File: src/rtl/wf_pattern_pkg.sv
package wf_pattern_pkg;
  localparam int WF_STEPS_DEF = 32;
  localparam int WF_SLOTS_DEF = 4;
endpackage

File: src/rtl/wf_edge_rise.sv
module wf_edge_rise (
  input  logic clk,
  input  logic rst,
  input  logic din,
  output logic rise
);
  logic din_q;

  always_ff @(posedge clk) begin
    if (rst) din_q <= 1'b0;
    else     din_q <= din;
  end

  assign rise = din & ~din_q;
endmodule

File: src/rtl/wf_pattern_slot.sv
module wf_pattern_slot #(
  parameter int W = 32
) (
  input  logic         clk,
  input  logic         rst,
  input  logic         step,
  input  logic         wide,
  input  logic         din,
  output logic [W-1:0] hi,
  output logic [W-1:0] lo
);
  localparam int H = W / 2;

  // One shift step of a register: the new bit enters at the top of the
  // active width; bits above the active width keep their value.
  function automatic logic [W-1:0] push(input logic [W-1:0] v,
                                        input logic b, input logic full);
    logic [W-1:0] r;
    if (full) r = {b, v[W-1:1]};
    else      r = {v[W-1:H], b, v[H-1:1]};
    return r;
  endfunction

  always_ff @(posedge clk) begin
    if (rst) begin
      hi <= '0;
      lo <= '0;
    end else if (step) begin
      hi <= push(hi, din, wide);
      lo <= push(lo, hi[0], wide);
    end
  end
endmodule

File: src/rtl/wf_view_sel.sv
module wf_view_sel #(
  parameter int W  = 32,
  parameter int N  = 4,
  parameter int AW = 2
) (
  input  logic [N-1:0][W-1:0] hi_all,
  input  logic [N-1:0][W-1:0] lo_all,
  input  logic [AW-1:0]       sel,
  input  logic                wide,
  output logic [W-1:0]        hi_out,
  output logic [W-1:0]        lo_out
);
  localparam int H = W / 2;

  function automatic logic [W-1:0] width_mask(input logic full);
    return full ? {W{1'b1}} : {{(W-H){1'b0}}, {H{1'b1}}};
  endfunction

  always_comb begin
    hi_out = hi_all[sel] & width_mask(wide);
    lo_out = lo_all[sel] & width_mask(wide);
  end
endmodule

File: src/rtl/wf_pattern_store.sv
module wf_pattern_store #(
  parameter int W = wf_pattern_pkg::WF_STEPS_DEF,
  parameter int N = wf_pattern_pkg::WF_SLOTS_DEF
) (
  input  logic                 clk,
  input  logic                 rst,
  input  logic                 sck,
  input  logic                 cs_n,
  input  logic                 sdi,
  output logic                 sdo,
  input  logic [$clog2(N)-1:0] addr,
  input  logic                 wide,
  input  logic                 trig,
  output logic [W-1:0]         act_hi,
  output logic [W-1:0]         act_lo
);
  localparam int AW = $clog2(N);

  logic                 sck_rise;
  logic                 trig_rise;
  logic [N-1:0]         slot_step;
  logic [N-1:0][W-1:0]  hi_q;
  logic [N-1:0][W-1:0]  lo_q;
  logic [AW-1:0]        act_sel;

  wf_edge_rise u_sck_edge  (.clk(clk), .rst(rst), .din(sck),  .rise(sck_rise));
  wf_edge_rise u_trig_edge (.clk(clk), .rst(rst), .din(trig), .rise(trig_rise));

  for (genvar p = 0; p < N; p++) begin : g_slot
    assign slot_step[p] = sck_rise & ~cs_n & (addr == AW'(p));
    wf_pattern_slot #(.W(W)) u_slot (
      .clk(clk), .rst(rst), .step(slot_step[p]), .wide(wide),
      .din(sdi), .hi(hi_q[p]), .lo(lo_q[p])
    );
  end

  assign sdo = lo_q[addr][0];

  always_ff @(posedge clk) begin
    if (rst)            act_sel <= '0;
    else if (trig_rise) act_sel <= addr;
  end

  wf_view_sel #(.W(W), .N(N), .AW(AW)) u_view (
    .hi_all(hi_q), .lo_all(lo_q), .sel(act_sel), .wide(wide),
    .hi_out(act_hi), .lo_out(act_lo)
  );
endmodule

File: config.mk
export PLATFORM = sky130hd
export DESIGN_NAME = wf_pattern_store
export DESIGN_NICKNAME = d
export VERILOG_FILES = /design/src/rtl/wf_pattern_pkg.sv /design/src/rtl/wf_edge_rise.sv /design/src/rtl/wf_pattern_slot.sv /design/src/rtl/wf_view_sel.sv /design/src/rtl/wf_pattern_store.sv
export SDC_FILE = /design/constraint.sdc
export NUM_CORES = 1
export LEC_CHECK = 0
export ABC_AREA = 1
export CORE_AREA = 2 2 148 150
export CTS_CLUSTER_DIAMETER = 40
export DETAILED_ROUTE_END_ITERATION = 8
export DIE_AREA = 0 0 150 152
export PLACE_DENSITY = 0.79
export SYNTH_ARGS = -nofsm -noshare
export SYNTH_HDL_FRONTEND = slang
export SYNTH_SLANG_ARGS = --single-unit
export TNS_END_PERCENT = 1
File: constraint.sdc
create_clock -name clk -period 1.7 [get_ports clk]
set_input_delay 0.425 -clock clk [delete_from_list [all_inputs] [get_ports clk]]
set_output_delay 0.425 -clock clk [all_outputs]
set_load 0.01 [all_outputs]
* Yosys cells after proc, flatten, opt, wreduce, memory -nomap -nowiden
Cells that the tools add are included.
Word-level totals: register bits after elaboration 260, input bits 9, output and inout port bits 65
Operators by class: magnitude comparators 2, equal/unequal tests 3, mux-type cells 15, bitwise gates (word level) 12, reduce and logical (&&, ||, !) cells 5
Operator list (number):
- $bmux 32 s2 | 3
- $mux 16 | 8
- $mux 32 | 3
- $and 32x32->32 | 2
- $reduce_and 2->1 | 4
- $and 1x1->1 | 7
- $lt 2x3->1 const B | 2
- $eq 2x2->1 const B | 2
- $not 1->1 | 3
- $eq 2x1->1 const B | 1
- $logic_not 2->1 | 1
- $mux 1 | 1

* Depth between registers and ports, before layout
Gate-level depths: netlist of run 1.
depth after elaboration 5, gate-level depth with buffers 8, depth with buffers taken out 7

* Hierarchy
Synthesis of run 1 repeated with hierarchy kept, for this count alone.
Unflattened totals: cell total of the unflattened synthesis 1794, area total of the unflattened synthesis 11871.4 µm²
By module, submodules not included:
- wf_pattern_slot | times used 4, cells an instance 292, area each 2285.9 µm², sequential area each 1281.2 µm²
- wf_view_sel | times used 1, cells an instance 592, area each 2527.4 µm², sequential area each 0.0 µm²
- wf_pattern_store | times used 1, cells an instance 26, area each 137.6 µm², sequential area each 40.0 µm²
- wf_edge_rise | times used 2, cells an instance 4, area each 31.3 µm², sequential area each 20.0 µm²

* Least setup slack after synthesis of run 1
No wires, ideal clock.
path type in2out, from input port wide, to output port act_hi[16], arrival time 1244 ps, required time 1275 ps, slack 31 ps, cell stages on the path 5, cells stage by stage clkbuf_2 buf_2 inv_2 clkbuf_1 a21oi_1
Between the ends: longest elaborated chain between the ends 2
Ends and longest elaborated chain:
- start: declaration | RTL line wf_pattern_store.sv:12 | input logic wide,
- $mux 32 | RTL line wf_view_sel.sv:16 | return full ? {W{1'b1}} : {{(W-H){1'b0}}, {H{1'b1}}};
- $and 32x32->32 | RTL line wf_view_sel.sv:20 | hi_out = hi_all[sel] & width_mask(wide);
- end: declaration | RTL line wf_pattern_store.sv:14 | output logic [W-1:0] act_hi,
No other way between the ends.

* Worst setup path in the final report of run 1
from register act_sel[1], to output port act_lo[16]
Between the ends: longest elaborated chain between the ends 3
Ends and longest elaborated chain:
- start: declaration | RTL line wf_pattern_store.sv:24 | logic [AW-1:0] act_sel;
- start signal: assignment | RTL line wf_pattern_store.sv:41 | else if (trig_rise) act_sel <= addr;
- $bmux 32 s2 | RTL line wf_view_sel.sv:21 | lo_out = lo_all[sel] & width_mask(wide);
- $mux 32 (implied by the code) | RTL line wf_view_sel.sv:21
- $and 32x32->32 | RTL line wf_view_sel.sv:21
- end: declaration | RTL line wf_pattern_store.sv:15 | output logic [W-1:0] act_lo
No other way between the ends. The select of a mux whose other input is x is not followed.

==> impl_summary.txt, run 1 <==
----------------------------------------------------
[Outcome]
  Result of the run ... finished, violations left
  Failing checks ... negative setup slack

[STA]
  Final critical delay including setup and external delays ... 2267 ps
  Top achievable clock speed ... roughly 0.44 GHz
  Worst-case hold slack ... 419.4 ps
  Count of endpoints failing hold in the final timing report ... 0
  Clock tree skew after final layout ... between 10 and 15 ps
  Worst path setup slack after routing ... -567.3 ps
  Setup repair after global routing missed its margin ... yes
  Max-slew violations ... 0
  Worst Max-Slew Pin Slew ... a little under 600 ps
  Period utilisation layout ... 133.4%
  Setup violation total in the final timing report ... 65
  Headroom to the max-slew limit ... about three fifths

[Clocking]
  CTS Buf Count ... 37
  Root Buffer ... clkbuf_16
  CTS H-tree lvls ... 2
  Worst-skew pair later-pin latency ... approximately 510 ps
  Clock tree from TritonCTS ... done
  Total number of clock tree sinks ... between 200 and 300
  Clk slew on worst S/H paths ... roughly 50 ps
  Clk buf depth ... 3

[Layout]
  Reg area ... ~5200 um2
  Share of final-layout standard cells stronger than drive strength 1 ... roughly 18%
  Area growth from synthesis to layout ... 28.77%
  Count of filler cells inserted in the layout ... ~1600
  Final Core Density ... between 70% and 80%
  Area of combinational cells with multiple inputs ... ~5900 um2
  Post-layout instance area ... 16090 um2
  Nets ... 2093

[Pwr]
  Power Dens Cells ... 993.4 nW/um2
  Leakage power ... 7.113 nW
  Post-layout power ... ~16 mW
  Max IR drop VDD ... just under 0.8 mV

[Worst setup path]
  Worst setup SP type ... register
  Type of element capturing the critical path ... output pin
  Worst reg2reg path depth ... 9
  Arrival time of data at the critical path endpoint ... about 1800 ps
  Worst R2R Start ... u_sck_edge.din_q
  Endpoint of the lowest-slack register-to-register path ... g_slot[1].u_slot.hi[15]
  CP top delay family ... buffers and inverters
  CP max FO ... 5
  Slack of the worst reg-to-reg path ... about 100 ps
  Critical Path RT ... between 1000 and 1500 ps
  WS Path Type ... reg2out
  Critical path buffers and inverters ... 4
  Worst-path cell with the longest stage delay ... dfxtp_4
  Cell-by-cell listing of the critical path ... buf_12 -> buf_8 -> buf_4 -> a21oi_4 -> o21ai_2 -> a21oi_2 -> buf_2
  Worst path max stage delay ... 380 ps

[Synth]
  Mapped Cells ... between 1500 and 2000
  Top_reg_cell synth ... dfxtp_1
  Most area-hungry cell type in the Yosys netlist ... dfxtp_1
  Post-synthesis cell type count ... 21
  Number of flops mapped to enable cells by yosys ... 0
  Seq cells post-synth ... 260
  List of most frequent post-synthesis cells ... 449 x nor2_1, 268 x inv_1, 268 x nand2_1
  Fraction of synthesized cell area taken by the top area cell type ... about two fifths
  Synthesis warning total ... 0
  Most numerous cell in the Yosys netlist ... nor2_1
  Async SR Flop Fraction ... 0%
  Top post-synthesis cells by area ... dfxtp_1 42%, nor2_1 13%, o21ai_0 9.6%
  Average cell area after synthesis ... roughly 6.4 um2
  Post-synth net total ... 1949
  Portion of the post-synthesis area used by sequential elements ... between 40% and 50%
  Cell area after technology mapping ... approximately 12000 um2

[Placement]
  Post-place instance area ... 14650 um2
  Final RePlAce weighted congestion ... 0.8291
  Final HPWL DP ... 22.00 mm
  # port buffers ... 73

[Routing]
  Antenna violation net count after detailed routing ... 0
  Total Wirelength ... about 39 mm
  Iteration-0 DRC Markers ... approximately 1200
  Residual DRC ... 0
  Ratio of routed vias to standard cells ... 5.626
  Routed vias ... between 10000 and 15000
  First drt pass iteration count ... 7
  Wire length per cell after detailed routing ... about 16 um

[Die]
  Floorplan die area ... roughly 23000 um2
  Top-Level Pins ... 74
  Die W ... around 150 um
  Core Area ... 21350 um2
  Num rows ... 54
  Starting density of the core ... a little under 60%
  Die H ... 152 um

[GRT]
  Final global-route overflow total ... 0
  Wire length of the first global-routing pass ... around 60 mm
  Number of antenna violations at the first check in global routing ... 2
  Maximum number of pins on one net before global-route repair ... between 60 and 70
  Vias in the first global route ... ~13000
  Overall routing resource usage ... between 30% and 40%

[Run]
  Max-cap violations ... 0

[Min path]
  Critical hold path startpoint ... addr[1]
  Hold Path Depth ... 3
  Destination of the worst hold path ... act_sel[1]
  Type of the tightest min-delay check ... in2reg

----------------------------------------------------
[layer usage]
metal / routed length [um] / up-vias / global-route usage (%) / part of all wire (%)
met3: 3587 / 150 / 5.976 / 9.3
met5: 0 / - / 0 / 0
met4: 1737 / 0 / 15.95 / 4.5
li1: - / 6466 / - / -
met1: 14930 / 6109 / 40.66 / 39
met2: 18260 / 720 / 53.95 / 47
[state kept, by name (all words and copies together) (netlist names)]
signal	count
g_slot.u_slot.hi	128
u_trig_edge.din_q	1
u_sck_edge.din_q	1
g_slot.u_slot.lo	128
act_sel	2
[logic make-up (layout without fill, tap and decap cells)]
group,after synthesis,after routing,synth area share [%]
simple gates,856,856,28.64
flops,260,260,41.65
buf+inv,426,595,13.44
other cells,0,1,0
compound gates,398,398,16.27
[worst max-delay path by stage]
stage,start,end,slack (ps),depth (start not counted)
after floorplan,wide,act_hi[16],30,5
final,act_sel[1],act_lo[16],-570,7
after global routing,act_sel[0],act_hi[29],-610,7
after global placement,addr[0],sdo,-760,6
after detailed placement,addr[0],sdo,-760,6
after CTS,act_sel[0],act_lo[18],-590,7
[power breakdown]
group / switching [mW] / leakage (nW) / total (mW) / internal, mW
Sequential: 0.106 / 2.11 / 6.36 / 6.25
Combinational: 1.31 / 4.43 / 2.21 / 0.898
Clock: 2.76 / 0.575 / 7.42 / 4.66
Total: 4.17 / 7.11 / 16.0 / 11.8
[final cells by class]
class / count / area share, %
sequential: 260 / 32.41
antenna: 1 / 0.01555
multi-input combinational: 1254 / 36.39
inverter: 275 / 6.508
timing repair buffer: 256 / 15.14
clock inverter: 15 / 1.019
clock buffer: 49 / 6.344
tap: 280 / 2.177
[worst min-delay path, stage by stage]
cell	delay (ps)
dlygate4sd2_1	300
inv_2	100
a21oi_1	60
[timing repair]
item | 4_1_cts | 5_1_grt
gates resized for setup | 370 | 68
gates cloned | 4 | 2
setup buffers | 5 | 3
hold buffers | 0 | 0
setup endpoints to repair | 299 | 157
pin swaps | 25 | 17
endpoints found under the hold margin | 0 | 0
[stage by stage]
step	setup WS [ps]	TNS, ps	std cells
final	-567.3	-31140	2390
after global routing	-614.4	-35210	2390
after CTS	-591.0	-31430	2384
after detailed placement	-759.0	-176310	2311
after global placement	-757.4	-170250	2311
after floorplan	31.30	0	1940
[layout by cell type, fill, tap and decap left out, types with 10 or more instances in the layout]
cell         n
o21ai_1     94
nand2_1    267
buf_12      38
dfxtp_1    255
nor2_1     448
a21oi_1     70
buf_4      128
inv_1      265
buf_6       10
o22ai_1     28
o21ai_2     21
nand4_1    128
a21oi_2     30
o21ai_0    149
buf_2       64
clkbuf_16   39
(Power assumes the default switching activity.)
==> run 2, diff against run 1 <==
- MAX_ROUTING_LAYER: not set -> met4
==> run 2 against run 1 <==
  * The flow still finishes with violations (negative setup slack)
  * Count of clock-buffer cells in the layout stayed put
  * Clock skew rose by 1.8 ps
  * Routed wire length about the same
  * Non-clock buffer count fell by 2
  * Maximum frequency barely moved
  * Die area is the same
  * Flip-flop and latch count did not move
  * Sequential share of layout area hardly changed
==> impl_summary.txt, run 2 (same netlist as run 1, synthesis figures left out) <==
----------------------------------------------------
[STA]
  Setup repair after global routing missed its margin ... yes
  Worst Max-Slew Pin Slew ... approximately 580 ps
  Clock tree skew after final layout ... 14.27 ps
  Max-slew violations ... 0
  Setup violation total in the final timing report ... 65
  Worst path setup slack after routing ... -568.3 ps
  Headroom to the max-slew limit ... 61.05%
  Count of endpoints failing hold in the final timing report ... 0
  Top achievable clock speed ... between 0.4 and 0.5 GHz
  Final critical delay including setup and external delays ... roughly 2300 ps
  Period utilisation layout ... 133.4%

[Layout]
  Reg area ... ~5200 um2
  Most common cell after layout, fill and taps aside ... nor2_1
  Area of combinational cells with multiple inputs ... between 5000 and 6000 um2
  Final Core Density ... between 70% and 80%
  Registers with the highest flip-flop counts ... g_slot.u_slot.hi (128), g_slot.u_slot.lo (128), act_sel (2)
  Share of final-layout standard cells stronger than drive strength 1 ... 18.41%
  Count of filler cells inserted in the layout ... about 1600
  Final Non-Filler Cells ... 2388
  Nets ... about 2100
  Most used cells in the layout excluding fill and tap cells ... 448 x nor2_1, 267 x nand2_1, 265 x inv_1
  Area growth from synthesis to layout ... 28.76%

[Die]
  Die W ... roughly 150 um
  Starting density of the core ... around three fifths
  Floorplan die area ... about 23000 um2
  Top-Level Pins ... 74
  Die H ... 152 um
  Num rows ... 54
  Core Area ... 21350 um2

[Clocking]
  Post-cts hold buffer count ... 0
  CTS H-tree lvls ... 2
  Worst-skew pair later-pin latency ... 510 ps
  CTS Buf Count ... 37
  Clk slew on worst S/H paths ... approximately 50 ps
  Clk buf depth ... 3
  Total number of clock tree sinks ... 260
  Clock tree from TritonCTS ... done
  Root Buffer ... clkbuf_16

[Routing]
  Residual DRC ... 0
  Antenna violation net count after detailed routing ... 0
  Ratio of routed vias to standard cells ... approximately 5.6
  Wire length per cell after detailed routing ... around 16 um
  Routed vias ... between 10000 and 15000
  First drt pass iteration count ... 5
  Iteration-0 DRC Markers ... 1138
  Total Wirelength ... 38.49 mm

[Placement]
  # port buffers ... between 70 and 80
  Final RePlAce weighted congestion ... approximately 0.84
  Final HPWL DP ... around 22 mm
  Cell Count Post-Placement ... 2311

[GRT]
  Maximum number of pins on one net before global-route repair ... 65
  Number of antenna violations at the first check in global routing ... 1
  Vias in the first global route ... roughly 13000
  Final global-route overflow total ... 0
  Wire length of the first global-routing pass ... ~61 mm
  Overall routing resource usage ... about a third

[Run]
  Max-cap violations ... 0

[Worst setup path]
  Critical Path RT ... approximately 1300 ps
  Type of element capturing the critical path ... output pin
  Worst setup SP type ... register
  WS Path Type ... reg2out
  CP max FO ... 6
  Arrival time of data at the critical path endpoint ... 1840 ps

[Outcome]
  Result of the run ... finished, violations left
  Failing checks ... negative setup slack

[Pwr]
  Max IR drop VDD ... ~0.78 mV
  Power Dens Cells ... between 900 and 1000 nW/um2
  Post-layout power ... between 15 and 20 mW
  Leakage power ... 7.104 nW

[Min path]
  Type of the tightest min-delay check ... in2reg

----------------------------------------------------
==> run 2: report_power, final <==
part           switching (mW)  total, mW  internal [mW]  leakage, nW
Combinational            1.31       2.20          0.896         4.42
Clock                    2.77       7.44           4.66        0.575
Sequential              0.106       6.36           6.25         2.11
==> run 2: through the flow <==
step	hold slack [ps]	TNS (ps)	setup slack [ps]	instance area (um2)
6_report	417.2	-31260	-568.3	16090
5_1_grt	448.4	-35160	-617.0	16090
4_1_cts	404.9	-31430	-591.0	15960
3_5_place_dp	481.2	-176310	-759.0	14650
3_3_place_gp	474.7	-170250	-757.4	14650
2_1_floorplan	454.3	0	31.30	12500
==> run 2: routing by layer <==
layer | part of all wire [%] | GRT usage (%)
met5 | 0 | -
met1 | 39 | 40.74
met4 | 4.0 | 15.90
met2 | 48 | 54.01
met3 | 8.4 | 5.766
==> run 2: layout make-up <==
| type | count | area share, % |
|---|---|---|
| diodes | 1 | 0.01555 |
| inverters | 275 | 6.524 |
| multi-input cells | 1254 | 36.46 |
| repair buffers | 254 | 15.05 |
| well taps | 280 | 2.177 |
| clock inverters | 15 | 1.019 |
| flip-flops and latches | 260 | 32.42 |
| clock buffers | 49 | 6.345 |
==> run 2: path summary, 6_finish.rpt <==
kind | startpoint | end | slack, ps | cells past startpoint
max | act_sel[1] | act_hi[18] | -570 | 7
min | addr[1] | act_sel[1] | 420 | 3
max reg2reg | u_sck_edge.din_q | g_slot[1].u_slot.hi[15] | 100 | 9
min reg2reg | g_slot[1].u_slot.hi[0] | g_slot[1].u_slot.hi[0] | 500 | 2
==> run 2: critical path, stage by stage, from the launching register on <==
cell and delay, ps:
dfxtp_4 380, buf_12 160, buf_8 130, buf_6 130, a21oi_2 90, o21ai_1 80
a21oi_2 200, buf_2 160
==> run 2: timing repair <==
action	CTS	global route
cloned	4	2
pin swaps	25	18
resized for setup	370	74
endpoints found under the setup margin	299	157
setup buffers	5	1
==> run 3, diff against run 2 <==
- CORE_AREA: 2 2 148 150 -> 2 2 192 194
- DIE_AREA: 0 0 150 152 -> 0 0 194 196
- GPL_TIMING_DRIVEN: not set -> 0
- HOLD_SLACK_MARGIN: not set -> 0.02
- PLACE_DENSITY: 0.79 -> not set
==> run 3 against run 2 <==
  * The run still ends with negative setup slack left
  * Design area is 0.58% lower
  * Critical path depth unchanged
  * Die area rose by 67%
  * Critical endpoint is now act_lo[27]
==> impl_summary.txt, run 3 (same netlist as run 1, synthesis figures left out) <==
----------------------------------------------------
[Clocking]
  CTS H-tree lvls ... 2
  Total number of clock tree sinks ... 260
  Clk buf depth ... 3
  Root Buffer ... clkbuf_16
  Post-cts hold buffer count ... 0
  CTS Buf Count ... a little over 40
  Clock tree from TritonCTS ... done
  Worst-skew pair later-pin latency ... about 540 ps
  Clk slew on worst S/H paths ... about 60 ps

[Layout]
  Registers with the highest flip-flop counts ... g_slot.u_slot.hi (128), g_slot.u_slot.lo (128), act_sel (2)
  Final Core Density ... between 40% and 50%
  Count of filler cells inserted in the layout ... approximately 3700
  Final Non-Filler Cells ... 2559
  Most used cells in the layout excluding fill and tap cells ... 449 x nor2_1, 266 x inv_1, 266 x nand2_1
  Nets ... approximately 2100
  Area of combinational cells with multiple inputs ... between 6000 and 7000 um2
  Reg area ... 5207 um2
  Area growth from synthesis to layout ... 28.02%
  Share of final-layout standard cells stronger than drive strength 1 ... 17.99%
  Post-layout instance area ... 16000 um2
  Most common cell after layout, fill and taps aside ... nor2_1

[STA]
  Final total negative setup slack ... -37190 ps
  Max-slew violations ... 0
  Setup violation total in the final timing report ... slightly below 90
  Final critical delay including setup and external delays ... approximately 2400 ps
  Top achievable clock speed ... 0.4212 GHz
  Period utilisation layout ... 139.7%
  Headroom to the max-slew limit ... approximately three fifths
  Setup repair after global routing missed its margin ... yes
  Clock tree skew after final layout ... ~17 ps
  Worst path setup slack after routing ... -674.1 ps
  Worst Max-Slew Pin Slew ... approximately 620 ps
  Count of endpoints failing hold in the final timing report ... 0
  Worst-case hold slack ... about 220 ps

[Worst setup path]
  Type of element capturing the critical path ... output pin
  Cell-by-cell listing of the critical path ... buf_6 -> buf_12 -> clkbuf_16 -> a21oi_2 -> o21ai_1 -> a21oi_2 -> buf_2
  Worst setup SP type ... register
  Worst Setup SP ... act_sel[0]
  CP max FO ... 10
  Critical Path RT ... ~1300 ps
  Endpoint of the lowest-slack register-to-register path ... g_slot[0].u_slot.lo[1]
  Slack of the worst reg-to-reg path ... -10 ps
  Worst path max stage delay ... between 300 and 400 ps
  WS Path Type ... reg2out
  Worst-path cell with the longest stage delay ... dfxtp_2
  Arrival time of data at the critical path endpoint ... around 2000 ps
  Worst reg2reg path depth ... 8
  Cell type with the highest occurrence count on the critical path ... a21oi_2
  Worst R2R Start ... u_sck_edge.din_q

[Min path]
  Type of the tightest min-delay check ... in2reg
  Hold Path Depth ... 3
  Critical hold path startpoint ... addr[0]
  Destination of the worst hold path ... act_sel[0]

[Routing]
  Antenna violation net count after detailed routing ... 0
  First drt pass iteration count ... 5
  Wire length per cell after detailed routing ... about 16 um
  Routed vias ... ~13000
  Total Wirelength ... between 30 and 40 mm
  Ratio of routed vias to standard cells ... 4.999
  Iteration-0 DRC Markers ... just over 1000
  Residual DRC ... 0

[Pwr]
  Leakage power ... around 6.8 nW
  Max IR drop VDD ... a little over 0.8 mV
  Power Dens Cells ... between 1000 and 1500 nW/um2

[Die]
  Top-Level Pins ... 74
  Die H ... between 150 and 200 um
  Die W ... roughly 190 um
  Floorplan die area ... between 30000 and 40000 um2
  Starting density of the core ... around 35%
  Num rows ... 70
  Core Area ... 36080 um2

[Run]
  Max-cap violations ... 0

[Placement]
  Final RePlAce weighted congestion ... 0.8700
  Cell Count Post-Placement ... 2480
  Final HPWL DP ... around 29 mm
  # port buffers ... slightly above 70
  Post-place instance area ... around 14000 um2

[GRT]
  Final global-route overflow total ... 0
  Maximum number of pins on one net before global-route repair ... 16
  Wire length of the first global-routing pass ... 64.16 mm
  Number of antenna violations at the first check in global routing ... 1
  Overall routing resource usage ... between 20 and 25%
  Vias in the first global route ... approximately 12000

[Outcome]
  Failing checks ... negative setup slack
  Result of the run ... finished, violations left

----------------------------------------------------
## run 3: changes by cell type in the layout (fill, tap and decap cells not counted), sizes merged
cell,previous run,this run
buf,241,118
bufbuf,3,0
bufinv,3,4
clkbuf,51,152
clkdlybuf4s15,0,5
clkinvlp,4,3
dlygate4sd2,3,1
inv,275,280
## run 3: layout make-up
type                       count  share of cell area, %
inverter                     275                  6.467
clock inverter                20                  1.580
tap                          468                  3.660
antenna                        1                0.01564
buffer                       151                  7.070
multi-input combinational   1254                  38.22
clock buffer                  52                  7.375
timing repair buffer          78                  3.066
sequential                   260                  32.55
## run 3: how the worst max path moves through the flow
stage / to / slack, ps / depth (start not counted)
global placement: sdo / -1540 / 6
finish: act_lo[27] / -670 / 7
detailed placement: sdo / -1550 / 6
floorplan: act_hi[16] / 30 / 5
CTS: act_lo[28] / -650 / 7
global route: act_lo[28] / -710 / 7
## run 3: metrics by stage
step,total power [mW],worst slack [ps]
2_1_floorplan,7.589,31.30
3_3_place_gp,8.314,-1539
3_5_place_dp,8.336,-1546
4_1_cts,17.24,-648.4
5_1_grt,17.87,-706.2
6_report,17.20,-674.1
## run 3: critical path, delay by kind of cell (launching register included)
| family | cells | cell delay, ps |
|---|---|---|
| buffers and inverters | 4 | 620 |
| DFF | 1 | 330 |
| AOI/OAI and AO/OA | 3 | 460 |
## run 3: routing by layer
metal	up-vias	track usage, %	share of wire (%)
li1	6417	-	-
met1	5924	28.78	47
met2	386	33.94	45
met3	65	3.198	6.2
met4	0	5.640	2.0
met5	-	-	0
## run 3: timing repair
| action | in CTS | in global routing |
|---|---|---|
| setup endpoints to repair | 226 | 304 |
| setup buffers | 6 | 0 |
| resized for setup | 519 | 102 |
| pin swaps | 46 | 22 |
## run 3: power breakdown
group / internal, mW / total, mW / leakage [nW] / switching (mW)
clock network: 5.56 / 8.72 / 0.701 / 3.16
logic: 0.783 / 2.13 / 4.01 / 1.34
registers: 6.25 / 6.35 / 2.11 / 0.0978
total: 12.6 / 17.2 / 6.81 / 4.60
